===== src/rtl/cellwalk_pkg.sv =====
package cellwalk_pkg;

    typedef enum logic [1:0] {
        ST_IDLE  = 2'd0,
        ST_WRITE = 2'd1,
        ST_READ  = 2'd2,
        ST_DRAIN = 2'd3
    } walk_state_t;

    typedef enum logic {
        PAT_SOLID   = 1'b0,
        PAT_CHECKER = 1'b1
    } pattern_t;

    // Level of every bit of the word stored in one cell.
    function automatic logic cell_level(pattern_t pat, logic inv, logic x0, logic y0);
        if (pat == PAT_CHECKER) begin
            return x0 ^ y0 ^ inv;
        end
        return inv;
    endfunction

endpackage


===== src/rtl/cellwalk_walker.sv =====
module cellwalk_walker #(
    parameter int ROW_BITS = 9,
    parameter int COL_BITS = 8
) (
    input  logic                clk,
    input  logic                rst_n,
    input  logic                clear,
    input  logic                adv,
    output logic [COL_BITS-1:0] x,
    output logic [ROW_BITS-1:0] y,
    output logic                last
);
    localparam int CELL_W = ROW_BITS + COL_BITS;

    logic [COL_BITS-1:0] x_q;
    logic [ROW_BITS-1:0] y_q;
    logic [CELL_W-1:0]   cell_idx;

    always_ff @(posedge clk) begin
        if (!rst_n || clear) begin
            x_q <= '0;
            y_q <= '0;
        end else if (adv) begin
            if (&x_q) begin
                x_q <= '0;
                y_q <= y_q + 1'b1;
            end else begin
                x_q <= x_q + 1'b1;
            end
        end
    end

    assign x        = x_q;
    assign y        = y_q;
    assign last     = (&x_q) && (&y_q);
    assign cell_idx = {y_q, x_q};

    AST_ROW_MAJOR: assert property (@(posedge clk) disable iff (!rst_n)
        (adv && !clear && !last) |=> (cell_idx == $past(cell_idx) + CELL_W'(1)));

endmodule


===== src/rtl/cellwalk_scramble.sv =====
module cellwalk_scramble #(
    parameter int ROW_BITS = 9,
    parameter int COL_BITS = 8
) (
    input  logic [COL_BITS-1:0]          x,
    input  logic [ROW_BITS-1:0]          y,
    output logic [ROW_BITS+COL_BITS-1:0] dev_addr
);
    logic [ROW_BITS-2:0] ya_low;
    logic [COL_BITS-2:0] xa_low;

    // The row half mirrors when the row block bit is set.
    assign ya_low = y[ROW_BITS-2:0] ^ {(ROW_BITS-1){y[ROW_BITS-1]}};
    // The column half mirrors when the column block bit is clear.
    assign xa_low = x[COL_BITS-2:0] ^ {(COL_BITS-1){~x[COL_BITS-1]}};

    assign dev_addr = {x[COL_BITS-1], y[ROW_BITS-1], xa_low, ya_low};

endmodule


===== src/rtl/cellwalk_compare.sv =====
module cellwalk_compare #(
    parameter int ROW_BITS = 9,
    parameter int COL_BITS = 8,
    parameter int DATA_W   = 16
) (
    input  logic                         clk,
    input  logic                         rst_n,
    input  logic                         issue,
    input  logic [ROW_BITS+COL_BITS-1:0] issue_addr,
    input  logic [COL_BITS-1:0]          issue_x,
    input  logic [ROW_BITS-1:0]          issue_y,
    input  logic [DATA_W-1:0]            issue_exp,
    input  logic [DATA_W-1:0]            rd_data,
    output logic                         fail,
    output logic [ROW_BITS+COL_BITS-1:0] fail_addr,
    output logic [COL_BITS-1:0]          fail_x,
    output logic [ROW_BITS-1:0]          fail_y,
    output logic [DATA_W-1:0]            fail_exp,
    output logic [DATA_W-1:0]            fail_act
);
    logic                         pend_q;
    logic [ROW_BITS+COL_BITS-1:0] addr_q;
    logic [COL_BITS-1:0]          x_q;
    logic [ROW_BITS-1:0]          y_q;
    logic [DATA_W-1:0]            exp_q;

    always_ff @(posedge clk) begin
        if (!rst_n) begin
            pend_q <= 1'b0;
            addr_q <= '0;
            x_q    <= '0;
            y_q    <= '0;
            exp_q  <= '0;
        end else begin
            pend_q <= issue;
            if (issue) begin
                addr_q <= issue_addr;
                x_q    <= issue_x;
                y_q    <= issue_y;
                exp_q  <= issue_exp;
            end
        end
    end

    assign fail      = pend_q && (rd_data != exp_q);
    assign fail_addr = addr_q;
    assign fail_x    = x_q;
    assign fail_y    = y_q;
    assign fail_exp  = exp_q;
    assign fail_act  = rd_data;

    AST_FAIL_AFTER_READ: assert property (@(posedge clk) disable iff (!rst_n)
        fail |-> $past(issue));

endmodule


===== src/rtl/cellwalk_tester.sv =====
module cellwalk_tester
    import cellwalk_pkg::*;
#(
    parameter int ROW_BITS = 9,
    parameter int COL_BITS = 8,
    parameter int DATA_W   = 16
) (
    input  logic                         clk,
    input  logic                         rst_n,
    input  logic                         start,
    input  logic                         pattern_sel,
    input  logic                         invert,
    input  logic                         stop_on_fail,
    input  logic [DATA_W-1:0]            rd_data,
    output logic [ROW_BITS+COL_BITS-1:0] mem_addr,
    output logic                         mem_wr,
    output logic                         mem_rd,
    output logic [DATA_W-1:0]            mem_wdata,
    output logic                         busy,
    output logic                         done,
    output logic                         fail,
    output logic [ROW_BITS+COL_BITS-1:0] fail_addr,
    output logic [COL_BITS-1:0]          fail_x,
    output logic [ROW_BITS-1:0]          fail_y,
    output logic [DATA_W-1:0]            fail_exp,
    output logic [DATA_W-1:0]            fail_act
);
    localparam int ADDR_W = ROW_BITS + COL_BITS;

    walk_state_t         state_q, state_d;
    pattern_t            pat_q;
    logic                inv_q, stop_q;
    logic [COL_BITS-1:0] cur_x;
    logic [ROW_BITS-1:0] cur_y;
    logic                last_cell;
    logic                walk_clear, walk_adv;
    logic [ADDR_W-1:0]   dev_addr;
    logic [DATA_W-1:0]   exp_word;
    logic                halt;

    cellwalk_walker #(.ROW_BITS(ROW_BITS), .COL_BITS(COL_BITS)) u_walker (
        .clk   (clk),
        .rst_n (rst_n),
        .clear (walk_clear),
        .adv   (walk_adv),
        .x     (cur_x),
        .y     (cur_y),
        .last  (last_cell)
    );

    cellwalk_scramble #(.ROW_BITS(ROW_BITS), .COL_BITS(COL_BITS)) u_scramble (
        .x        (cur_x),
        .y        (cur_y),
        .dev_addr (dev_addr)
    );

    cellwalk_compare #(.ROW_BITS(ROW_BITS), .COL_BITS(COL_BITS), .DATA_W(DATA_W)) u_compare (
        .clk        (clk),
        .rst_n      (rst_n),
        .issue      (mem_rd),
        .issue_addr (dev_addr),
        .issue_x    (cur_x),
        .issue_y    (cur_y),
        .issue_exp  (exp_word),
        .rd_data    (rd_data),
        .fail       (fail),
        .fail_addr  (fail_addr),
        .fail_x     (fail_x),
        .fail_y     (fail_y),
        .fail_exp   (fail_exp),
        .fail_act   (fail_act)
    );

    assign exp_word = {DATA_W{cell_level(pat_q, inv_q, cur_x[0], cur_y[0])}};
    assign halt     = fail && stop_q;

    // State register.
    always_ff @(posedge clk) begin
        if (!rst_n) begin
            state_q <= ST_IDLE;
        end else begin
            state_q <= state_d;
        end
    end

    // Run configuration, captured when a run begins.
    always_ff @(posedge clk) begin
        if (!rst_n) begin
            pat_q  <= PAT_SOLID;
            inv_q  <= 1'b0;
            stop_q <= 1'b0;
        end else if (state_q == ST_IDLE && start) begin
            pat_q  <= pattern_t'(pattern_sel);
            inv_q  <= invert;
            stop_q <= stop_on_fail;
        end
    end

    // Next state.
    always_comb begin
        state_d = state_q;
        unique case (state_q)
            ST_IDLE:  if (start) state_d = ST_WRITE;
            ST_WRITE: if (last_cell) state_d = ST_READ;
            ST_READ: begin
                if (halt)           state_d = ST_IDLE;
                else if (last_cell) state_d = ST_DRAIN;
            end
            ST_DRAIN: state_d = ST_IDLE;
            default:  state_d = ST_IDLE;
        endcase
    end

    // Outputs per state.
    always_comb begin
        walk_clear = 1'b0;
        walk_adv   = 1'b0;
        mem_wr     = 1'b0;
        mem_rd     = 1'b0;
        done       = 1'b0;
        unique case (state_q)
            ST_IDLE:  walk_clear = start;
            ST_WRITE: begin
                mem_wr   = 1'b1;
                walk_adv = 1'b1;
            end
            ST_READ: begin
                mem_rd   = !halt;
                walk_adv = !halt;
            end
            ST_DRAIN: done = !halt;
            default: ;
        endcase
    end

    assign mem_addr  = dev_addr;
    assign mem_wdata = exp_word;
    assign busy      = (state_q != ST_IDLE);

    AST_DONE_PULSE: assert property (@(posedge clk) disable iff (!rst_n)
        done |=> !done);
    AST_DONE_AFTER_READ: assert property (@(posedge clk) disable iff (!rst_n)
        done |-> $past(mem_rd));
    AST_WRITE_INTO_READ: assert property (@(posedge clk) disable iff (!rst_n)
        mem_wr |=> (mem_wr || mem_rd));
    AST_STOP_HALTS: assert property (@(posedge clk) disable iff (!rst_n)
        (fail && stop_q) |=> (!busy && !mem_rd && !done));

endmodule


===== config.mk =====
export PLATFORM = sky130hd
export DESIGN_NAME = cellwalk_tester
export DESIGN_NICKNAME = d
export VERILOG_FILES = /design/src/rtl/cellwalk_pkg.sv /design/src/rtl/cellwalk_walker.sv /design/src/rtl/cellwalk_scramble.sv /design/src/rtl/cellwalk_compare.sv /design/src/rtl/cellwalk_tester.sv
export SDC_FILE = /design/constraint.sdc
export NUM_CORES = 1
export LEC_CHECK = 0
export ABC_AREA = 0
export CORE_ASPECT_RATIO = 1.4
export CORE_MARGIN = 2
export CORE_UTILIZATION = 40
export CTS_BUF_LIST = sky130_fd_sc_hd__clkbuf_16
export DETAILED_ROUTE_END_ITERATION = 8
export PLACE_DENSITY_LB_ADDON = 0.05
export SYNTH_ARGS = -nofsm -noshare
export SYNTH_HDL_FRONTEND = slang
export SYNTH_SLANG_ARGS = --single-unit

===== constraint.sdc =====
create_clock -name clk -period 2.75 [get_ports clk]
set_clock_uncertainty 0.15 [all_clocks]
set_input_delay 0.4125 -clock clk [delete_from_list [all_inputs] [get_ports clk]]
set_output_delay 0.4125 -clock clk [all_outputs]
set_load 0.05 [all_outputs]

Word level (Yosys, flattened, before mapping) --
Cells that the tools add are included.
Storage, ports and cells: logic and storage cells 52, output and inout bits 104, bits in registers 58, bits of input ports 22
Cells by class: bitwise logic cells 5, mux-type cells 14, $add $sub $neg 2, eq/ne operators 7, reduce and logical (&&, ||, !) cells 13
Operators by type and width (number):
- 9-bit AND reduction | 2
- 16-bit != test | 1
- 9-bit by 1-bit adder with 9-bit output, second input constant | 1
- 8-bit by 1-bit adder with 8-bit output, second input constant | 1
- 2-bit 2-to-1 mux | 4
- 8-bit 2-to-1 mux | 1
- 2-bit case mux with 4 select lines | 1
- 8-bit AND reduction | 1
- 8-bit XOR | 1
- 1-bit 2-to-1 mux | 7
- 7-bit XOR | 1
- 2-bit == test, second input constant | 2
- 1-bit logical AND | 4
- 2-bit != test, second input constant | 2
- 3-bit != test, second input constant | 1
- 3-bit AND reduction | 1
- 2-bit by 1-bit == test with 1-bit output, second input constant | 1
- 1-bit logical NOT | 2
- 2-bit logical NOT | 1
- 1-bit case mux with 2 select lines | 1
- 2-bit nonzero test | 1
- 1-bit XOR | 2
- 1-bit logical OR | 1
- 1-bit inverter | 1

Depth between registers and ports, before layout --
Gate-level depths: netlist (run 1).
depth in word-level cells 6, mapped depth 8, depth with buffers taken out 8

Hierarchy --
A second synthesis (run 1) with hierarchy kept.
Unflattened totals: cells, all modules 360, area, all modules 3618.5 um^2
Modules (own cells, without submodules):
- cellwalk_compare | cells an instance 200, seq. area each 1021.0 um^2, instances 1, area each 2198.4 um^2
- cellwalk_walker | cells an instance 87, seq. area each 340.3 um^2, instances 1, area each 803.3 um^2
- cellwalk_tester | cells an instance 54, seq. area each 100.1 um^2, instances 1, area each 447.9 um^2
- cellwalk_scramble | cells an instance 19, seq. area each 0.0 um^2, instances 1, area each 168.9 um^2

Worst setup path after synthesis (run 1) --
Ideal clock, no wire load.
kind register to output, start register u_compare.fail_exp[0] (netlist name), end output done, arrival 2.928 ns, data required time 2.188 ns, cell stages (with the launch flop) 6, path slack -0.741 ns, buffers on the path 0, cell sequence dfxtp_1 > or3_1 > nor4_2 > o22ai_2 > and2_2 > a21boi_0
Between the ends: longest elaborated chain between the ends 5
RTL lines:
- 16-bit != test | line cellwalk_compare.sv:45 | assign fail = pend_q && (rd_data != exp_q);
- 1-bit logical AND | line cellwalk_compare.sv:45
- net fail | line cellwalk_tester.sv:21 | output logic fail,
- 1-bit logical AND | line cellwalk_tester.sv:75 | assign halt = fail && stop_q;
- 1-bit logical NOT | line cellwalk_tester.sv:131 | ST_DRAIN: done = !halt;
- 1-bit 2-to-1 mux | line cellwalk_tester.sv:121 | unique case (state_q)
- to (decl) | line cellwalk_tester.sv:20 | output logic done,
The timed path passes the listed nets, and every way through them passes these cells.

Final worst setup path (run 1) --
start input rd_data[0], end output done
Between the ends: longest elaborated chain between the ends 5
RTL lines:
- from (decl) | line cellwalk_tester.sv:14 | input logic [DATA_W-1:0] rd_data,
- 16-bit != test | line cellwalk_compare.sv:45
- 1-bit logical AND | line cellwalk_compare.sv:45
- 1-bit logical AND | line cellwalk_tester.sv:75
- 1-bit logical NOT | line cellwalk_tester.sv:131
- 1-bit 2-to-1 mux | line cellwalk_tester.sv:121
No other way between the ends.

==> results.json, run 1 <==
{
  "gp_congestion": 0.811,
  "finalHoldViolations": 0,
  "dieArea_mm2": 0.00838,
  "switchingPower_w": 0.00115,
  "cts_buffers": 5,
  "drt_wl_total_um": 8280,
  "ioPinCount": 126,
  "dieWidth_um": 78.0,
  "drt_iter0_markers": 139,
  "antenna_cells": 0,
  "cts_max_level": 2,
  "placed_cell_area_mm2": 0.00442,
  "tightestPinTransition_ns": 0.594,
  "ant_nets": 0,
  "synth.distinct_cells": 44,
  "grt_pass1_vias": 2586,
  "p_sw_share_pct": 38.5,
  "seq_area_mm2": 0.00112,
  "multi_input_area_mm2": 0.00152,
  "grt_max_degree": 74,
  "syn_area_mm2": 0.00306,
  "synth_ff_type": "dfxtp_1",
  "crit_slowest_cell": "clkdlybuf4s50_1",
  "synth_area_leaders": "dfxtp_1, buf_4, nand2_1, nand3_1, a31o_2",
  "postLayoutCoreUtil_pct": 63.0,
  "fill_cells": 668,
  "slew_violations": 0,
  "rows": 37,
  "seqPwrFrac_pct": 30.4,
  "routed_via_density": 5.15,
  "drcViolationCount": 0,
  "cts_tree": "done",
  "port_buffers": 125,
  "syn_nets": 402,
  "grt_pass1_wl_um": 12800,
  "synth_seq_area_share_pct": 36.6,
  "synth_area_per_cell_um2": 8.26,
  "whs_ns": 0.311,
  "synth_cells": 371,
  "clk_latency_ns": 0.29,
  "synth_top_area_share_pct": 36.6,
  "yosysWarnings": 0,
  "peakVddDrop_v": 0.000334,
  "core_mm2": 0.00741,
  "syn_to_final_growth_pct": 52.2,
  "hp-class": "register to register",
  "antenna_found_initial": 0,
  "critPathRequiredTime_ns": 2.19,
  "clock-sinks": 56,
  "crit_path_start_kind": "primary input",
  "setup.worst_path.class": "primary input to output pin",
  "power_frac_comb_pct": 46.0,
  "ctsRootBufferMaster": "clkbuf_16",
  "arrival_ns": 2.14,
  "vias": 2891,
  "layout_commonest_cell": "clkdlybuf4s50_1",
  "crit_chain": "clkdlybuf4s50_1 -> or3_1 -> nor4_4 -> o22ai_4 -> and2_4 -> a21boi_4 -> buf_12",
  "die_h_um": 108,
  "power_density_mw_per_mm2": 642,
  "grt-ovfl-total": 0,
  "cap_violations": 0,
  "wire_per_inst_um": 14.8,
  "hpwl_um": 6130,
  "postCtsHoldBufs": 0,
  "design_area_mm2": 0.00466,
  "drt_pass1_iterations": 4,
  "p_int_w": 0.00184,
  "nNetsFinal": 494,
  "total_power_w": 0.00299,
  "synth_seq_cells": 56,
  "clkPwrFrac_pct": 23.6,
  "synthArstFlopShare_pct": 0,
  "power_leakage_nw": 1.85,
  "fmax_mhz": 371,
  "final_cell_mix": "clkdlybuf4s50_1, dfxtp_1, nand2_1",
  "fin_crit_ns": 2.70,
  "tns_ns": 0,
  "finalSetupViolCount": 0,
  "max_slew_margin_pct": 60.0,
  "finalCritPeriodShare_pct": 98.1,
  "clk_pin_slew_ns": 0.06,
  "slowest_delay_ns": 0.41,
  "end_kind": "output pin",
  "start_util_pct": 41.4,
  "crit_fanout": 3,
  "synth_edf_count": 0,
  "cts_buffer_depth": 2,
  "drive_gt1_share_pct": 21.3,
  "status": "finished clean",
  "grt_usage_pct": 18.9,
  "yosys.area.top_type": "dfxtp_1"
}
==> critical path: cells and delay by family <==
kind                   cells  cell delay (ns)
and+or+nand+nor            3             0.84
buffers and inverters      2             0.56
AOI/OAI and AO/OA          2             0.32
==> path summary, 6_finish.rpt <==
| kind | startpoint | slack (ns) | cells after the start | end |
|---|---|---|---|---|
| hold reg to reg | u_compare.fail_addr[2] | 0.31 | 2 | u_compare.fail_addr[2] |
| setup reg to reg | u_compare.fail_exp[0] | 0.21 | 8 | u_walker.y[6] |
| setup / recovery | rd_data[0] | 0.05 | 7 | done |
| hold / removal | u_compare.fail_addr[2] | 0.31 | 2 | u_compare.fail_addr[2] |
==> cell type report <==
cell class | instances | area share, %
clock buffer | 5 | 2.68
timing repair buffer | 159 | 36.8
multi-input combinational | 235 | 32.5
inverter | 6 | 0.483
tap | 97 | 2.60
sequential | 56 | 24.1
clock inverter | 3 | 0.805
==> kinds of logic after synthesis <==
| group | count (synthesis) | share of synthesized area [%] |
|---|---|---|
| flip-flops | 56 | 36.6 |
| buffers and inverters | 80 | 16.1 |
| XOR/XNOR | 18 | 5.15 |
| adder cells (fa/ha/maj) | 9 | 3.68 |
| AND/OR/NAND/NOR | 133 | 21.0 |
| multiplexers | 2 | 0.654 |
| AO/OA/AOI/OAI | 73 | 16.8 |
==> power groups by stage <==
stage | logic [W] | clock network [W] | registers [W]
global route | 0.00145 | 0.000752 | 0.000916
global placement | 0.00136 | 0 | 0.000924
CTS | 0.00138 | 0.000721 | 0.000911
floorplan | 0.000735 | 0 | 0.00102
finish | 0.00138 | 0.000706 | 0.000910
detailed placement | 0.00137 | 0 | 0.000928
==> sequential cells by signal, summed over array words and instances (netlist names) <==
signal and cells:
u_compare.fail_addr 16, u_walker.y 9, u_compare.fail_x 8, u_compare.fail_y 8
u_walker.x 8, state_q 2, inv_q 1, pat_q 1
stop_q 1, u_compare.fail_exp 1, u_compare.pend_q 1
==> layer usage <==
layer / global-route usage, % / vias up / routed length [µm]
met5: 0 / - / 0
met4: 6.52 / 0 / 161
met3: 3.86 / 14 / 553
met2: 33.7 / 108 / 4220
met1: 22.5 / 1352 / 3350
li1: - / 1417 / -
==> through the flow <==
step                      setup WS [ns]  std cells
final                            0.0510        561
after detailed placement         -0.294        551
after global routing            -0.0290        561
after global placement           -0.280        551
after floorplan                  -0.297        371
after CTS                        0.0137        561
==> synth_stat cells (2+ instances only) <==
master / instances
nand3b_1: 2
buf_2: 4
xnor2_1: 9
buf_4: 50
o21ai_0: 25
a31o_2: 16
o31ai_1: 2
xor2_1: 9
a21oi_1: 12
clkbuf_1: 20
or3_1: 3
inv_1: 6
or4_1: 6
mux2i_1: 2
dfxtp_1: 56
nor2_1: 21
a21boi_0: 4
ha_1: 9
nand2_1: 50
a2111oi_0: 2
and2_1: 2
nor4_2: 2
nand4_1: 5
nand3_1: 30
nor3_1: 2
and3_1: 4
==> repair_timing <==
action / in CTS / in global routing
buffers inserted: 2 / 0
hold endpoints to repair: 0 / 0
endpoints found under the setup margin: 3 / 7
resized for setup: 10 / 11
pin swaps: 8 / 7
No activity file was read; power rests on OpenSTA's default activity.
==> run 2: changes to the inputs <==
Settings changed: GPL_TIMING_DRIVEN set to 0.
==> run 2 against run 1 <==
Clock power fell by 11%. Global-route usage rose by 1.8 points. Worst setup slack worse by 0.0010 ns. Via count increased by 5.8%. Final area rose by 2.1%. Final cell count increased by 8.2%. Critical path type unchanged. Critical endpoint is now mem_rd.
==> results.json, run 2 (synthesis gave the netlist of run 1 again) <==
{
  "total_power_w": 0.00279,
  "finalSetupViolCount": 0,
  "layout_commonest_cell": "clkdlybuf4s50_1",
  "finalCritPeriodShare_pct": 98.2,
  "vias": 3058,
  "routed_via_density": 5.04,
  "core_mm2": 0.00741,
  "drt_iter0_markers": 109,
  "cts_buffers": 5,
  "whs_ns": 0.309,
  "crit_slowest_cell": "or4_4",
  "clk_pin_slew_ns": 0.07,
  "largest_register_ffs": 16,
  "setup.worst_path.class": "primary input to output pin",
  "slowest_delay_ns": 0.55,
  "grt_max_degree": 22,
  "tightestPinTransition_ns": 0.731,
  "crit_chain": "dlygate4sd2_1 -> or4_4 -> nor4_4 -> o22ai_4 -> a31oi_4 -> buf_6 -> buf_8",
  "slew_violations": 0,
  "postCtsHoldBufs": 0,
  "cap_violations": 0,
  "clk_latency_ns": 0.29,
  "drt_wl_total_um": 8920,
  "tns_ns": 0,
  "status": "finished clean",
  "fin_crit_ns": 2.70,
  "ctsRootBufferMaster": "clkbuf_16",
  "crit_buf_inv": 3,
  "end_kind": "output pin",
  "fill_cells": 655,
  "drt_pass1_iterations": 4,
  "power_density_mw_per_mm2": 587,
  "drcViolationCount": 0,
  "rows": 37,
  "drive_gt1_share_pct": 24.9,
  "ioPinCount": 126,
  "final_cell_mix": "clkdlybuf4s50_1, buf_4, dfxtp_1",
  "gp_congestion": 0.809,
  "grt-ovfl-total": 0,
  "nNetsFinal": 540,
  "critPathTopFamily": "simple AND/OR/NAND/NOR gates",
  "crit_fanout": 7,
  "dieWidth_um": 78.0,
  "cts_max_level": 2,
  "crit_path_start_kind": "primary input",
  "ant_nets": 0,
  "start_util_pct": 41.4,
  "dieArea_mm2": 0.00838,
  "grt_usage_pct": 20.7,
  "hp-class": "register to register",
  "hpwl_um": 6810,
  "die_h_um": 108,
  "max_slew_margin_pct": 50.7,
  "clock-sinks": 56,
  "peakVddDrop_v": 0.000328,
  "arrival_ns": 2.14,
  "grt_pass1_wl_um": 13900,
  "postLayoutCoreUtil_pct": 64.3,
  "port_buffers": 125,
  "cts_buffer_depth": 2,
  "cts_tree": "done",
  "grt_pass1_vias": 2812,
  "fmax_mhz": 370,
  "antenna_cells": 0,
  "syn_to_final_growth_pct": 55.4,
  "power_leakage_nw": 1.92,
  "antenna_found_initial": 0,
  "wire_per_inst_um": 14.7,
  "critPathRequiredTime_ns": 2.19,
  "finalHoldViolations": 0
}
==> run 2: cell types whose count changed in the layout (fill, tap and decap cells not counted), sizes merged <==
cell           before  now
buf                59   65
bufinv              1    0
clkbuf              5   23
clkdlybuf4s15       2   18
clkdlybuf4s50      92   95
clkinv              2    3
dlygate4sd2         1    7
dlymetal6s2s        5    2
==> run 2: final cells by class <==
type | count | area [µm²] | share of cell area (%)
multi-input cells | 235 | 1540 | 32.3
repair buffers | 133 | 1340 | 28.2
flip-flops and latches | 56 | 1120 | 23.6
plain buffers | 72 | 473 | 9.94
clock buffers | 5 | 125 | 2.63
well taps | 97 | 121 | 2.55
inverters | 6 | 22.5 | 0.473
clock inverters | 3 | 18.8 | 0.394
==> run 2: worst min-delay path, delay by kind of cell, from the launching register on <==
kind            cells  cell delay [ns]
flops               1             0.31
compound gates      1             0.06
simple gates        1             0.05
==> run 2: worst paths after layout <==
| path | slack [ns] | startpoint | depth (start not counted) | to |
|---|---|---|---|---|
| max | 0.05 | rd_data[3] | 7 | mem_rd |
| min reg2reg | 0.31 | u_compare.fail_y[7] | 2 | u_compare.fail_y[7] |
| max reg2reg | 0.16 | u_walker.x[0] | 7 | u_walker.y[5] |
| min | 0.31 | u_compare.fail_y[7] | 2 | u_compare.fail_y[7] |
==> run 2: per-layer routing <==
| metal | vias to the layer above | share of wire [%] | GRT usage, % |
|---|---|---|---|
| met1 | 1408 | 38 | 23.6 |
| li1 | 1509 | - | - |
| met4 | 0 | 2.2 | 7.27 |
| met5 | - | 0 | 0 |
| met2 | 128 | 51 | 37.5 |
| met3 | 13 | 8.3 | 5.03 |
==> run 2: where the power goes <==
| group | leakage (nW) | switching, W | total (W) | internal (W) |
|---|---|---|---|---|
| Clock | 0.0736 | 0.000290 | 0.000626 | 0.000336 |
| Sequential | 0.453 | 0.0000538 | 0.000917 | 0.000864 |
| Combinational | 1.40 | 0.000807 | 0.00125 | 0.000442 |
| Total | 1.92 | 0.00115 | 0.00279 | 0.00164 |
==> run 2: timing repair <==
item | in CTS | in global routing
setup buffers | 4 | 4
pin swaps | 7 | 8
setup endpoints to repair | 72 | 28
endpoints found under the hold margin | 0 | 0
resized for setup | 89 | 15
==> run 2: through the flow <==
stage | instances | instance area [µm²] | setup slack, ns
after global routing | 607 | 4760 | -0.000593
after detailed placement | 593 | 4450 | -1.43
final | 607 | 4760 | 0.0500
after CTS | 604 | 4700 | 0.0120
after global placement | 593 | 4450 | -1.43
after floorplan | 371 | 3070 | -0.297
==> run 3: changes to the inputs <==
Settings changed: CORE_MARGIN 2 to 4.
==> run 3 against run 2 <==
Die area increased by 9.0%. Wire length up 1.6%. Fmax is 0.58% higher. Combinational power barely moved. Core utilization rose by 0.084 points. Non-clock buffer count increased by 2. Global-route usage is 1.5 points lower. Sequential cell count did not move. First-iteration DRC count increased by 37%. Critical path depth down 4. Register-to-register slack hardly changed. Final area is 0.13% higher. Largest power group unchanged.
==> results.json, run 3 (synthesis gave the netlist of run 1 again) <==
{
  "cap_violations": 0,
  "tightestPinTransition_ns": 0.701,
  "grt.busiest_layer": "met2",
  "drive_gt1_share_pct": 24.8,
  "grt_pass1_wl_um": 14000,
  "fmax_mhz": 373,
  "clock-sinks": 56,
  "grt-ovfl-total": 0,
  "nNetsFinal": 542,
  "grt_use_met2_pct": 33.1,
  "crit_path_start_kind": "register",
  "grt_usage_pct": 19.2,
  "end_kind": "output pin",
  "clk_pin_slew_ns": 0.08,
  "cts_max_level": 2,
  "hpwl_um": 6980,
  "slowest_delay_ns": 0.86,
  "ant_nets": 0,
  "ctsRootBufferMaster": "clkbuf_16",
  "syn_to_final_growth_pct": 55.6,
  "layout_commonest_cell": "clkdlybuf4s50_1",
  "die_h_um": 112,
  "use_met1_pct": 23.3,
  "rows": 37,
  "fill_cells": 660,
  "hold_depth": 2,
  "grt_use_met3_pct": 3.96,
  "port_buffers": 125,
  "finalHoldViolations": 0,
  "routed_via_density": 4.90,
  "peakVddDrop_v": 0.000463,
  "final_cell_mix": "clkdlybuf4s50_1, buf_4, dfxtp_1",
  "multi_input_area_mm2": 0.00152,
  "max_slew_margin_pct": 52.8,
  "crit_slowest_cell": "clkdlybuf4s50_1",
  "drt_pass1_iterations": 4,
  "pre_cts_ws_ns": -1.45,
  "reg2regPathDepth": 7,
  "timing.final.ws_setup_ns": 0.0656,
  "largest_register_ffs": 16,
  "slew_violations": 0,
  "arrival_ns": 2.12,
  "clk_latency_ns": 0.30,
  "cts_buffer_depth": 2,
  "tns_ns": 0,
  "postLayoutCoreUtil_pct": 64.3,
  "status": "finished clean",
  "rsz0062_at_grt": "no",
  "critPathRequiredTime_ns": 2.19,
  "finalSetupViolCount": 0,
  "drcViolationCount": 0,
  "drt_wl_total_um": 9070,
  "final_cells": 609,
  "antenna_found_initial": 0,
  "antenna_cells": 0,
  "wire_per_inst_um": 14.9,
  "power_leakage_nw": 1.93,
  "power_density_mw_per_mm2": 593,
  "cts_tree": "done",
  "dieWidth_um": 82.0,
  "finalCritPeriodShare_pct": 97.6,
  "start_util_pct": 41.4,
  "vias": 2986,
  "setup.worst_path.class": "register to output pin",
  "gp_congestion": 0.804,
  "grt_pass1_vias": 2821,
  "core_mm2": 0.00741,
  "drt_iter0_markers": 149,
  "hp-class": "register to register",
  "fin_crit_ns": 2.68,
  "seq_area_mm2": 0.00112,
  "ioPinCount": 126,
  "dieArea_mm2": 0.00914,
  "crit_chain": "clkbuf_2 -> xor2_1 -> clkdlybuf4s50_1",
  "grt_max_degree": 22,
  "cts_buffers": 5,
  "whs_ns": 0.309,
  "crit_fanout": 10,
  "placedCellCount": 593
}
-- run 3: cell type report --
type / count / area share [%]
Buffer: 73 / 9.98
Clock buffer: 5 / 2.63
Clock inverter: 3 / 0.578
Inverter: 6 / 0.473
Multi-Input combinational cell: 235 / 32.0
Sequential cell: 56 / 23.6
Tap cell: 97 / 2.55
Timing Repair Buffer: 134 / 28.2
-- run 3: critical path: cells and delay by family (launching register included) --
kind	cells	cell delay [ns]
buf+inv	2	1.16
flops	1	0.36
xor+xnor	1	0.30
-- run 3: metrics by stage --
stage,power [W],instance area (µm²)
after global placement,0.00213,4450
after global routing,0.00295,4770
after detailed placement,0.00214,4450
after CTS,0.00280,4690
after floorplan,0.00175,3070
final,0.00283,4770
-- run 3: layer usage --
metal	routed length, µm	part of all wire (%)
met1	3610	40
met2	4450	49
met4	205	2.3
met5	0	0
met3	803	8.9
-- run 3: power by group --
| group | leakage [nW] | total (W) | internal (W) | switching [W] |
|---|---|---|---|---|
| sequential | 0.453 | 0.000917 | 0.000863 | 0.0000541 |
| clock | 0.0719 | 0.000662 | 0.000346 | 0.000315 |
| combinational | 1.41 | 0.00125 | 0.000441 | 0.000808 |
-- run 3: path summary, 6_finish.rpt --
kind	start	to	slack [ns]
hold reg to reg	u_compare.fail_addr[1]	u_compare.fail_addr[1]	0.31
setup reg to reg	u_walker.x[0]	u_walker.y[5]	0.16
setup / recovery	u_walker.y[8]	mem_addr[6]	0.07
hold / removal	u_compare.fail_addr[1]	u_compare.fail_addr[1]	0.31
-- run 3: timing repair --
action | in CTS | in global routing
hold buffers | 0 | 0
resized for setup | 88 | 18
cloned | 0 | 0
pin swaps | 8 | 4
buffers inserted | 4 | 5
endpoints found under the setup margin | 70 | 30
